==> src/rtl/split_prod_pkg.sv <==
package split_prod_pkg;

    localparam int PART_W  = 16;
    localparam int HI_W    = 8;
    localparam int PROD_W  = 2 * PART_W + HI_W;
    localparam int SEL_W   = 2;

    typedef enum logic [SEL_W-1:0] {
        SEL_LO   = 2'd0,
        SEL_MID  = 2'd1,
        SEL_MID2 = 2'd2,
        SEL_HI   = 2'd3
    } part_sel_e;

    typedef struct packed {
        logic [PART_W-1:0] lo;
        logic [PART_W-1:0] mid;
        logic [PART_W-1:0] mid2;
        logic [PART_W-1:0] hi;
    } prod_parts_t;

endpackage

==> src/rtl/split_prod_regs.sv <==
module split_prod_regs
    import split_prod_pkg::*;
(
    input  logic              clk,
    input  logic              rst_n,
    input  logic              ld_en,
    input  logic [PROD_W-1:0] ld_val,
    input  logic              wr_en,
    input  logic [SEL_W-1:0]  wr_sel,
    input  logic [PART_W-1:0] wr_data,
    output prod_parts_t       parts_o
);

    localparam int HI_PAD = PART_W - HI_W;

    prod_parts_t parts_d;
    prod_parts_t parts_q;

    // Next-state: a full load takes priority over a single-part write.
    always_comb begin
        parts_d = parts_q;
        if (ld_en) begin
            parts_d.lo   = ld_val[PART_W-1:0];
            parts_d.mid  = ld_val[2*PART_W-1:PART_W];
            parts_d.mid2 = '0;
            parts_d.hi   = {{HI_PAD{ld_val[PROD_W-1]}}, ld_val[PROD_W-1:2*PART_W]};
        end else if (wr_en) begin
            unique case (part_sel_e'(wr_sel))
                SEL_LO:   parts_d.lo   = wr_data;
                SEL_MID:  parts_d.mid  = wr_data;
                SEL_MID2: parts_d.mid2 = wr_data;
                SEL_HI:   parts_d.hi   = wr_data;
                default:  parts_d      = parts_q;
            endcase
        end
    end

    always_ff @(posedge clk or negedge rst_n) begin
        if (!rst_n) begin
            parts_q <= '0;
        end else begin
            parts_q <= parts_d;
        end
    end

    assign parts_o = parts_q;

endmodule

==> src/rtl/split_prod_combine.sv <==
module split_prod_combine
    import split_prod_pkg::*;
(
    input  prod_parts_t       parts_i,
    output logic [PROD_W-1:0] prod_o
);

    localparam int SUM_W  = PART_W + 1;
    localparam int LO_PAD = PROD_W - PART_W;
    localparam int SM_PAD = PROD_W - SUM_W - PART_W;

    logic [SUM_W-1:0]  mid_sum;
    logic [PROD_W-1:0] hi_term;
    logic [PROD_W-1:0] mid_term;
    logic [PROD_W-1:0] lo_term;

    always_comb begin
        mid_sum  = {1'b0, parts_i.mid} + {1'b0, parts_i.mid2};
        // Sign extension of the high byte lies wholly above bit PROD_W-1,
        // so only the low HI_W bits of the high part reach the result.
        hi_term  = {parts_i.hi[HI_W-1:0], {(2*PART_W){1'b0}}};
        mid_term = {{SM_PAD{1'b0}}, mid_sum, {PART_W{1'b0}}};
        lo_term  = {{LO_PAD{1'b0}}, parts_i.lo};
        prod_o   = hi_term + mid_term + lo_term;
    end

endmodule

==> src/rtl/split_prod_round.sv <==
module split_prod_round
    import split_prod_pkg::*;
#(
    parameter int RND_BITS = PART_W
) (
    input  logic [PROD_W-1:0] prod_i,
    output logic [PROD_W-1:0] rnd_o
);

    localparam logic [PROD_W-1:0] BIAS = PROD_W'((64'd1 << (RND_BITS - 1)) - 64'd1);
    localparam logic [PROD_W-1:0] KEEP = ~PROD_W'((64'd1 << RND_BITS) - 64'd1);

    logic [PROD_W-1:0] biased;

    always_comb begin
        biased = prod_i + BIAS;
        rnd_o  = biased & KEEP;
    end

endmodule

==> src/rtl/split_prod_unit.sv <==
module split_prod_unit
    import split_prod_pkg::*;
(
    input  logic              clk,
    input  logic              rst_n,
    input  logic              ld_en,
    input  logic [39:0]       ld_val,
    input  logic              wr_en,
    input  logic [1:0]        wr_sel,
    input  logic [15:0]       wr_data,
    output logic [39:0]       prod_o,
    output logic [39:0]       rnd_o
);

    prod_parts_t       parts;
    logic [PROD_W-1:0] prod_w;
    logic [PROD_W-1:0] rnd_w;

    split_prod_regs u_regs (
        .clk     (clk),
        .rst_n   (rst_n),
        .ld_en   (ld_en),
        .ld_val  (ld_val),
        .wr_en   (wr_en),
        .wr_sel  (wr_sel),
        .wr_data (wr_data),
        .parts_o (parts)
    );

    split_prod_combine u_comb (
        .parts_i (parts),
        .prod_o  (prod_w)
    );

    split_prod_round #(.RND_BITS(PART_W)) u_rnd (
        .prod_i (prod_w),
        .rnd_o  (rnd_w)
    );

    assign prod_o = prod_w;
    assign rnd_o  = rnd_w;

endmodule

==> config.mk <==
export PLATFORM = sky130hd
export DESIGN_NAME = split_prod_unit
export DESIGN_NICKNAME = d
export VERILOG_FILES = /design/src/rtl/split_prod_pkg.sv /design/src/rtl/split_prod_regs.sv /design/src/rtl/split_prod_combine.sv /design/src/rtl/split_prod_round.sv /design/src/rtl/split_prod_unit.sv
export SDC_FILE = /design/constraint.sdc
export NUM_CORES = 1
export LEC_CHECK = 0
export ABC_CLOCK_PERIOD_IN_PS = 5000
export CAP_MARGIN = 5
export CORE_MARGIN = 10
export CORE_UTILIZATION = 30
export CTS_BUF_LIST = sky130_fd_sc_hd__clkbuf_16
export CTS_CLUSTER_DIAMETER = 100
export DETAILED_ROUTE_END_ITERATION = 12
export DONT_BUFFER_PORTS = 1
export SLEW_MARGIN = 20
export SYNTH_ARGS = -nofsm -noshare
export SYNTH_HDL_FRONTEND = slang
export SYNTH_SLANG_ARGS = --single-unit
==> constraint.sdc <==
create_clock -name clk -period 5 [get_ports clk]
set_input_delay 0.75 -clock clk [delete_from_list [all_inputs] [get_ports clk]]
set_output_delay 0.75 -clock clk [all_outputs]
set_load 0.1 [all_outputs]
==> flow_summary.yaml, run 1 <==
cells_and_area:
  fillerInstances: 1351
  post-route-cell-area_um2: 5720
  regArea_um2: 1400
  areaGrowthSynthToFinish_pct: 34.0
  utilization_pct: 41.1
  multi_input_area_um2: 3150
  nNetsFinal: 622
  largest_reg_flops: 56
  layout_commonest_cell: "nand2_1"
  num_antenna_cells: 0
  finalNonFillerCells: 721
  drive_above_1_share_pct: 28.8
  layout_common_cells: "nand2_1 (91), dfrtp_1 (56), buf_4 (51), o21ai_0 (46), mux2i_1 (41)"
synth:
  synth-edff-count: 0
  synth_compound_area_share_pct: 16.4
  synthMuxAreaShare_pct: 9.61
  netlist_area_um2: 4270
  synth_xor_area_share_pct: 6.57
  syn_inst: 501
  yosysWarnings: 0
  synthFlopType: "dfrtp_1"
  synth_top_family_by_area: "simple AND/OR/NAND/NOR gates"
  ys_ff_latch: 56
  seq_area_frac_synth_pct: 32.8
  synthSimpleGateAreaFrac_pct: 19.8
  synthArstFlopShare_pct: 100
  ys_types: 59
  synthAdderAreaFrac_pct: 5.74
  avgSynthCellArea_um2: 8.52
timing:
  hold_viol_final: 0
  tightest_slew_ns: 0.928
  fin_setup_tns_ns: 0
  fmax_mhz: 205
  slew_viol_final: 0
  skew_ns: 0
  max_slew_margin_pct: 38.1
  post-route-period-util_pct: 97.7
  min_period_ns: 4.89
  setup_violations: 0
floorplan:
  rows: 43
  fp.dieH_um: 139
  core_um2: 13900
  die_w_um: 139
  initial_core_util_pct: 30.6
  fp.dieArea_um2: 19400
  io_pins: 142
pwr:
  power_frac_comb_pct: 55.0
  swShare_pct: 50.9
  clkPwrFrac_pct: 17.9
  p_int_uw: 943
  seq_power_share_pct: 27.1
  power_density_nw_per_um2: 336
  leakage_uw: 0.00256
  p_total_uw: 1920
  p_switching_uw: 979
  peakVddDrop_v: 0.000145
place:
  dp_hpwl_mm: 11.2
  place.gp.congestion: 0.881
  place_area_um2: 5450
  dp.cells: 712
  io_buffers: 0
detailed_routing:
  dr.pass1.iters: 6
  ant_nets: 0
  drc: 0
  vias: 3688
  drtIter0Drc: 219
  wl_per_cell_um: 19.1
  drt_wl_total_mm: 13.8
  routed_via_density: 5.12
global_route:
  antenna_found_initial: 0
  track_usage_pct: 13.8
  met2_usage_pct: 23.1
  grt_pass1_vias: 3849
  grt_max_degree: 97
  busiest_layer: "met2"
  grt_pass1_wl_mm: 22.0
  grt_use_met3_pct: 4.56
  grt.overflow.total: 0
  met1_usage_pct: 16.8
setup_path:
  reg2reg_depth: 3
  worst-path-stages: 18
  path_buf_inv: 2
  r2r_setup_slack_ns: 3.83
  critPathMaxFanout: 4
  critPathRequiredTime_ns: 4.25
  critPathMaxStageDelay_ns: 0.39
  crit_chain: "ha_2 > inv_2 > fa_2 > nor2b_4 > o31ai_4 > a31oi_4 > o41ai_4 > o21bai_1 > a21o_1 > ha_4 > ha_4 > xor2_4 > and3_4 > and3_4 > nand2_1 > or3_4 > a21oi_4 > buf_12"
  reg2reg_from: "u_regs.parts_o[63]$_DFFE_PN0P_"
  end_kind: "output pin"
  cp.arrival_ns: 4.14
  critical_path_class: "reg2out"
  crit_path_top_delay_cell: "dfrtp_1"
  r2r-end: "u_regs.parts_o[63]$_DFFE_PN0P_"
  critPathLaunchType: "flop"
  crit_family: "compound AO/OA/AOI/OAI gates"
cts:
  cts_root_buf: "clkbuf_16"
  cts_buffer_depth: 2
  clk_pin_slew_ns: 0.07
  cts_hold_buf: 0
  cts.htree.levels: 2
  cts_tree: "done"
  cts_sinks: 56
  cts_made_buffers: 5
  clock_latency_ns: 0.29
status:
  outcome: "completed"
min_path:
  min_path_type: "in2async"
job:
  maxCapViolCount: 0
final cells by class:
cell class                      instances  share of cell area (%)
Clock buffer                            5                    2.19
Sequential cell                        56                    24.5
Tap cell                              180                    3.94
Multi-Input combinational cell        395                    55.0
Clock inverter                          2                   0.219
Inverter                               12                   0.787
Timing Repair Buffer                   71                    13.4
routing by layer:
| layer | share of wire [%] | wire length (um) |
|---|---|---|
| met5 | 0 | 0 |
| met4 | 1.1 | 151 |
| met3 | 9.1 | 1260 |
| met2 | 49 | 6720 |
| met1 | 41 | 5670 |
worst max-delay path by stage:
stage,from,to,slack [ns]
floorplan,u_regs.parts_o[16]$_DFFE_PN0P_,rnd_o[30],-0.71
global placement,u_regs.parts_o[16]$_DFFE_PN0P_,rnd_o[39],0.25
detailed placement,u_regs.parts_o[16]$_DFFE_PN0P_,rnd_o[39],0.20
CTS,u_regs.parts_o[16]$_DFFE_PN0P_,rnd_o[37],0.04
global route,u_regs.parts_o[16]$_DFFE_PN0P_,rnd_o[38],-0.03
finish,u_regs.parts_o[16]$_DFFE_PN0P_,rnd_o[38],0.11
Yosys cell counts, types with 9 or more instances:
cell type	count	share of area [%]
xnor2_1	16	3.3
dfrtp_1	56	33
buf_4	32	5.6
nand3_1	14	1.6
o21ai_0	46	5.4
nand2_1	91	8.0
ha_1	18	5.3
nor2_1	19	1.7
clkbuf_1	16	1.4
inv_1	12	1.1
nor3_1	16	1.9
nand4_1	9	1.3
a21oi_1	24	2.8
xor2_1	16	3.3
mux2i_1	41	9.6
power by group through the flow:
| stage | Sequential [uW] | Clock (uW) | Combinational, uW |
|---|---|---|---|
| detailed placement | 528 | 0 | 1050 |
| finish | 520 | 345 | 1060 |
| global route | 525 | 368 | 1100 |
| CTS | 519 | 352 | 1060 |
| global placement | 526 | 0 | 1040 |
| floorplan | 521 | 0 | 846 |
stage by stage:
stage                     setup slack (ns)  hold WS, ns
final                                0.113        0.152
after global routing               -0.0258        0.142
after CTS                           0.0415        0.143
after detailed placement             0.202        0.458
after global placement               0.254        0.458
after floorplan                     -0.712        0.454
repair_timing:
item / in CTS / in global routing
hold endpoints to repair: 0 / 0
pin swaps: 1 / 8
gates resized for setup: 3 / 19
setup endpoints to repair: 3 / 7
setup buffers: 1 / 1
cell families (layout without fill, tap and decap cells):
logic type | count (synthesis) | in the layout
other | 1 | 16
adder cells (fa/ha/maj) | 19 | 19
AND/OR/NAND/NOR | 179 | 179
multiplexers | 41 | 41
buffers and inverters | 65 | 90
AO/OA/AOI/OAI | 108 | 108
flip-flops | 56 | 56
XOR/XNOR | 32 | 32
Power figures use the tool's default switching activity.
==> run 2: changes to the inputs <==
CORE_MARGIN = 5   (was 10)
SYNTH_HIERARCHICAL = 1   (was default)
==> run 2 against run 1 <==
Cell area shrank 2.1%. Critical path type unchanged. Clock skew is the same. Wire length fell by 7.8%. Flip-flop and latch count did not move. Clock power hardly changed.
==> flow_summary.yaml, run 2 <==
floorplan:
  fp.dieH_um: 130
  core_um2: 14000
  initial_core_util_pct: 30.9
  fp.dieArea_um2: 16900
  rows: 43
  die_w_um: 130
  io_pins: 142
cts:
  cts.htree.levels: 2
  clock_latency_ns: 0.30
  cts_sinks: 56
  cts_root_buf: "clkbuf_16"
  clk_pin_slew_ns: 0.07
  cts_buffer_depth: 2
  cts_tree: "done"
  cts_made_buffers: 5
setup_path:
  cp.arrival_ns: 4.08
  reg2reg_from: "u_regs/parts_o[48]$_DFFE_PN0P_"
  reg2reg_depth: 2
  critical_path_class: "reg2out"
  critPathMaxFanout: 5
  critPathLaunchType: "flop"
  crit_end: "rnd_o[38]"
  critPathRequiredTime_ns: 4.25
  end_kind: "output pin"
  r2r-end: "u_regs/parts_o[48]$_DFFE_PN0P_"
  r2r_setup_slack_ns: 3.68
  critPathLaunch: "u_regs/parts_o[16]$_DFFE_PN0P_"
place:
  dp_hpwl_mm: 10.3
  place_area_um2: 5400
  io_buffers: 0
  dp.cells: 708
  place.gp.congestion: 0.765
synth:
  avgSynthCellArea_um2: 8.22
  yosysWarnings: 6
  netlist_area_um2: 4320
  syn_inst: 525
cells_and_area:
  utilization_pct: 40.0
  areaGrowthSynthToFinish_pct: 29.6
  largest_reg_flops: 56
  layout_commonest_cell: "a21oi_1"
  nNetsFinal: 617
  layout_common_cells: "a21oi_1 (110), nand2_1 (91), dfrtp_1 (56), nor2b_1 (41), buf_4 (39)"
  num_antenna_cells: 0
  post-route-cell-area_um2: 5600
  finalNonFillerCells: 717
  drive_above_1_share_pct: 25.1
timing:
  slew_viol_final: 0
  grt_setup_unrepaired: "false"
  tightest_slew_ns: 0.953
  hold_viol_final: 0
  max_slew_margin_pct: 36.4
  fin_hold_ws_ns: 0.146
  fin_setup_tns_ns: 0
  min_period_ns: 4.83
  post-route-period-util_pct: 96.6
  skew_ns: 0
  fmax_mhz: 207
  setup_violations: 0
global_route:
  grt_max_degree: 97
  antenna_found_initial: 0
  grt.overflow.total: 0
  grt_pass1_wl_mm: 19.5
  grt_pass1_vias: 3624
  track_usage_pct: 14.7
detailed_routing:
  vias: 3655
  ant_nets: 0
  dr.pass1.iters: 4
  drtIter0Drc: 220
  drc: 0
  drt_wl_total_mm: 12.7
  routed_via_density: 5.10
  wl_per_cell_um: 17.7
job:
  maxCapViolCount: 0
pwr:
  leakage_uw: 0.00232
  peakVddDrop_v: 0.000175
  power_density_nw_per_um2: 372
status:
  outcome: "completed"
min_path:
  min_path_type: "in2async"
-- run 2: worst min-delay path by stage --
stage / cells past startpoint / endpoint / slack, ns
final: 0 / u_regs/parts_o[49]$_DFFE_PN0P_ / 0.15
after global routing: 0 / u_regs/parts_o[19]$_DFFE_PN0P_ / 0.13
after CTS: 0 / u_regs/parts_o[35]$_DFFE_PN0P_ / 0.13
after detailed placement: 0 / u_regs/parts_o[52]$_DFFE_PN0P_ / 0.46
after global placement: 0 / u_regs/parts_o[49]$_DFFE_PN0P_ / 0.46
after floorplan: 0 / u_regs/parts_o[0]$_DFFE_PN0P_ / 0.45
-- run 2: worst max-delay path, stage by stage, from the launching register on --
cell and delay [ns]:
dfrtp_1 0.39, ha_2 0.21, fa_2 0.40, a21o_1 0.22
a221oi_4 0.36, a2bb2oi_4 0.21, a2111oi_1 0.10, o22a_1 0.22
ha_2 0.21, and3_1 0.19, nand3_2 0.11, xnor2_4 0.14
buf_8 0.23, nand3_1 0.14, nor4_4 0.21, xor2_2 0.22
buf_12 0.20
-- run 2: area by class of cell --
cell class	instances	area (um^2)
Tap cell	180	225
Timing Repair Buffer	53	559
Fill cell	1379	8390
Sequential cell	56	1400
Clock inverter	3	20.0
Inverter	4	15.0
Clock buffer	5	125
Multi-Input combinational cell	416	3250
-- run 2: power breakdown --
group | leakage, uW | switching (uW) | internal [uW]
registers | 0.000671 | 113 | 487
logic | 0.00158 | 836 | 303
clock network | 0.0000712 | 162 | 185
-- run 2: stage by stage --
step           setup WS (ns)  total power [uW]
2_1_floorplan         -0.263              1540
3_3_place_gp           0.352              1740
3_5_place_dp           0.231              1750
4_1_cts              -0.0290              2100
5_1_grt              0.00717              2160
6_report               0.170              2090
-- run 2: what timing repair did --
action                                  in CTS  in global routing
gates resized for setup                      4                  6
setup buffers                                0                  1
endpoints found under the setup margin       4                 13
pin swaps                                    0                  2
hold buffers                                 0                  0
-- run 2: per-layer routing --
| metal | track usage [%] | vias up | routed length (um) |
|---|---|---|---|
| li1 | - | 1767 | - |
| met1 | 18.5 | 1739 | 5310 |
| met2 | 25.0 | 136 | 6190 |
| met3 | 3.93 | 13 | 1060 |
| met4 | 3.67 | 0 | 163 |
| met5 | 0 | - | 0 |
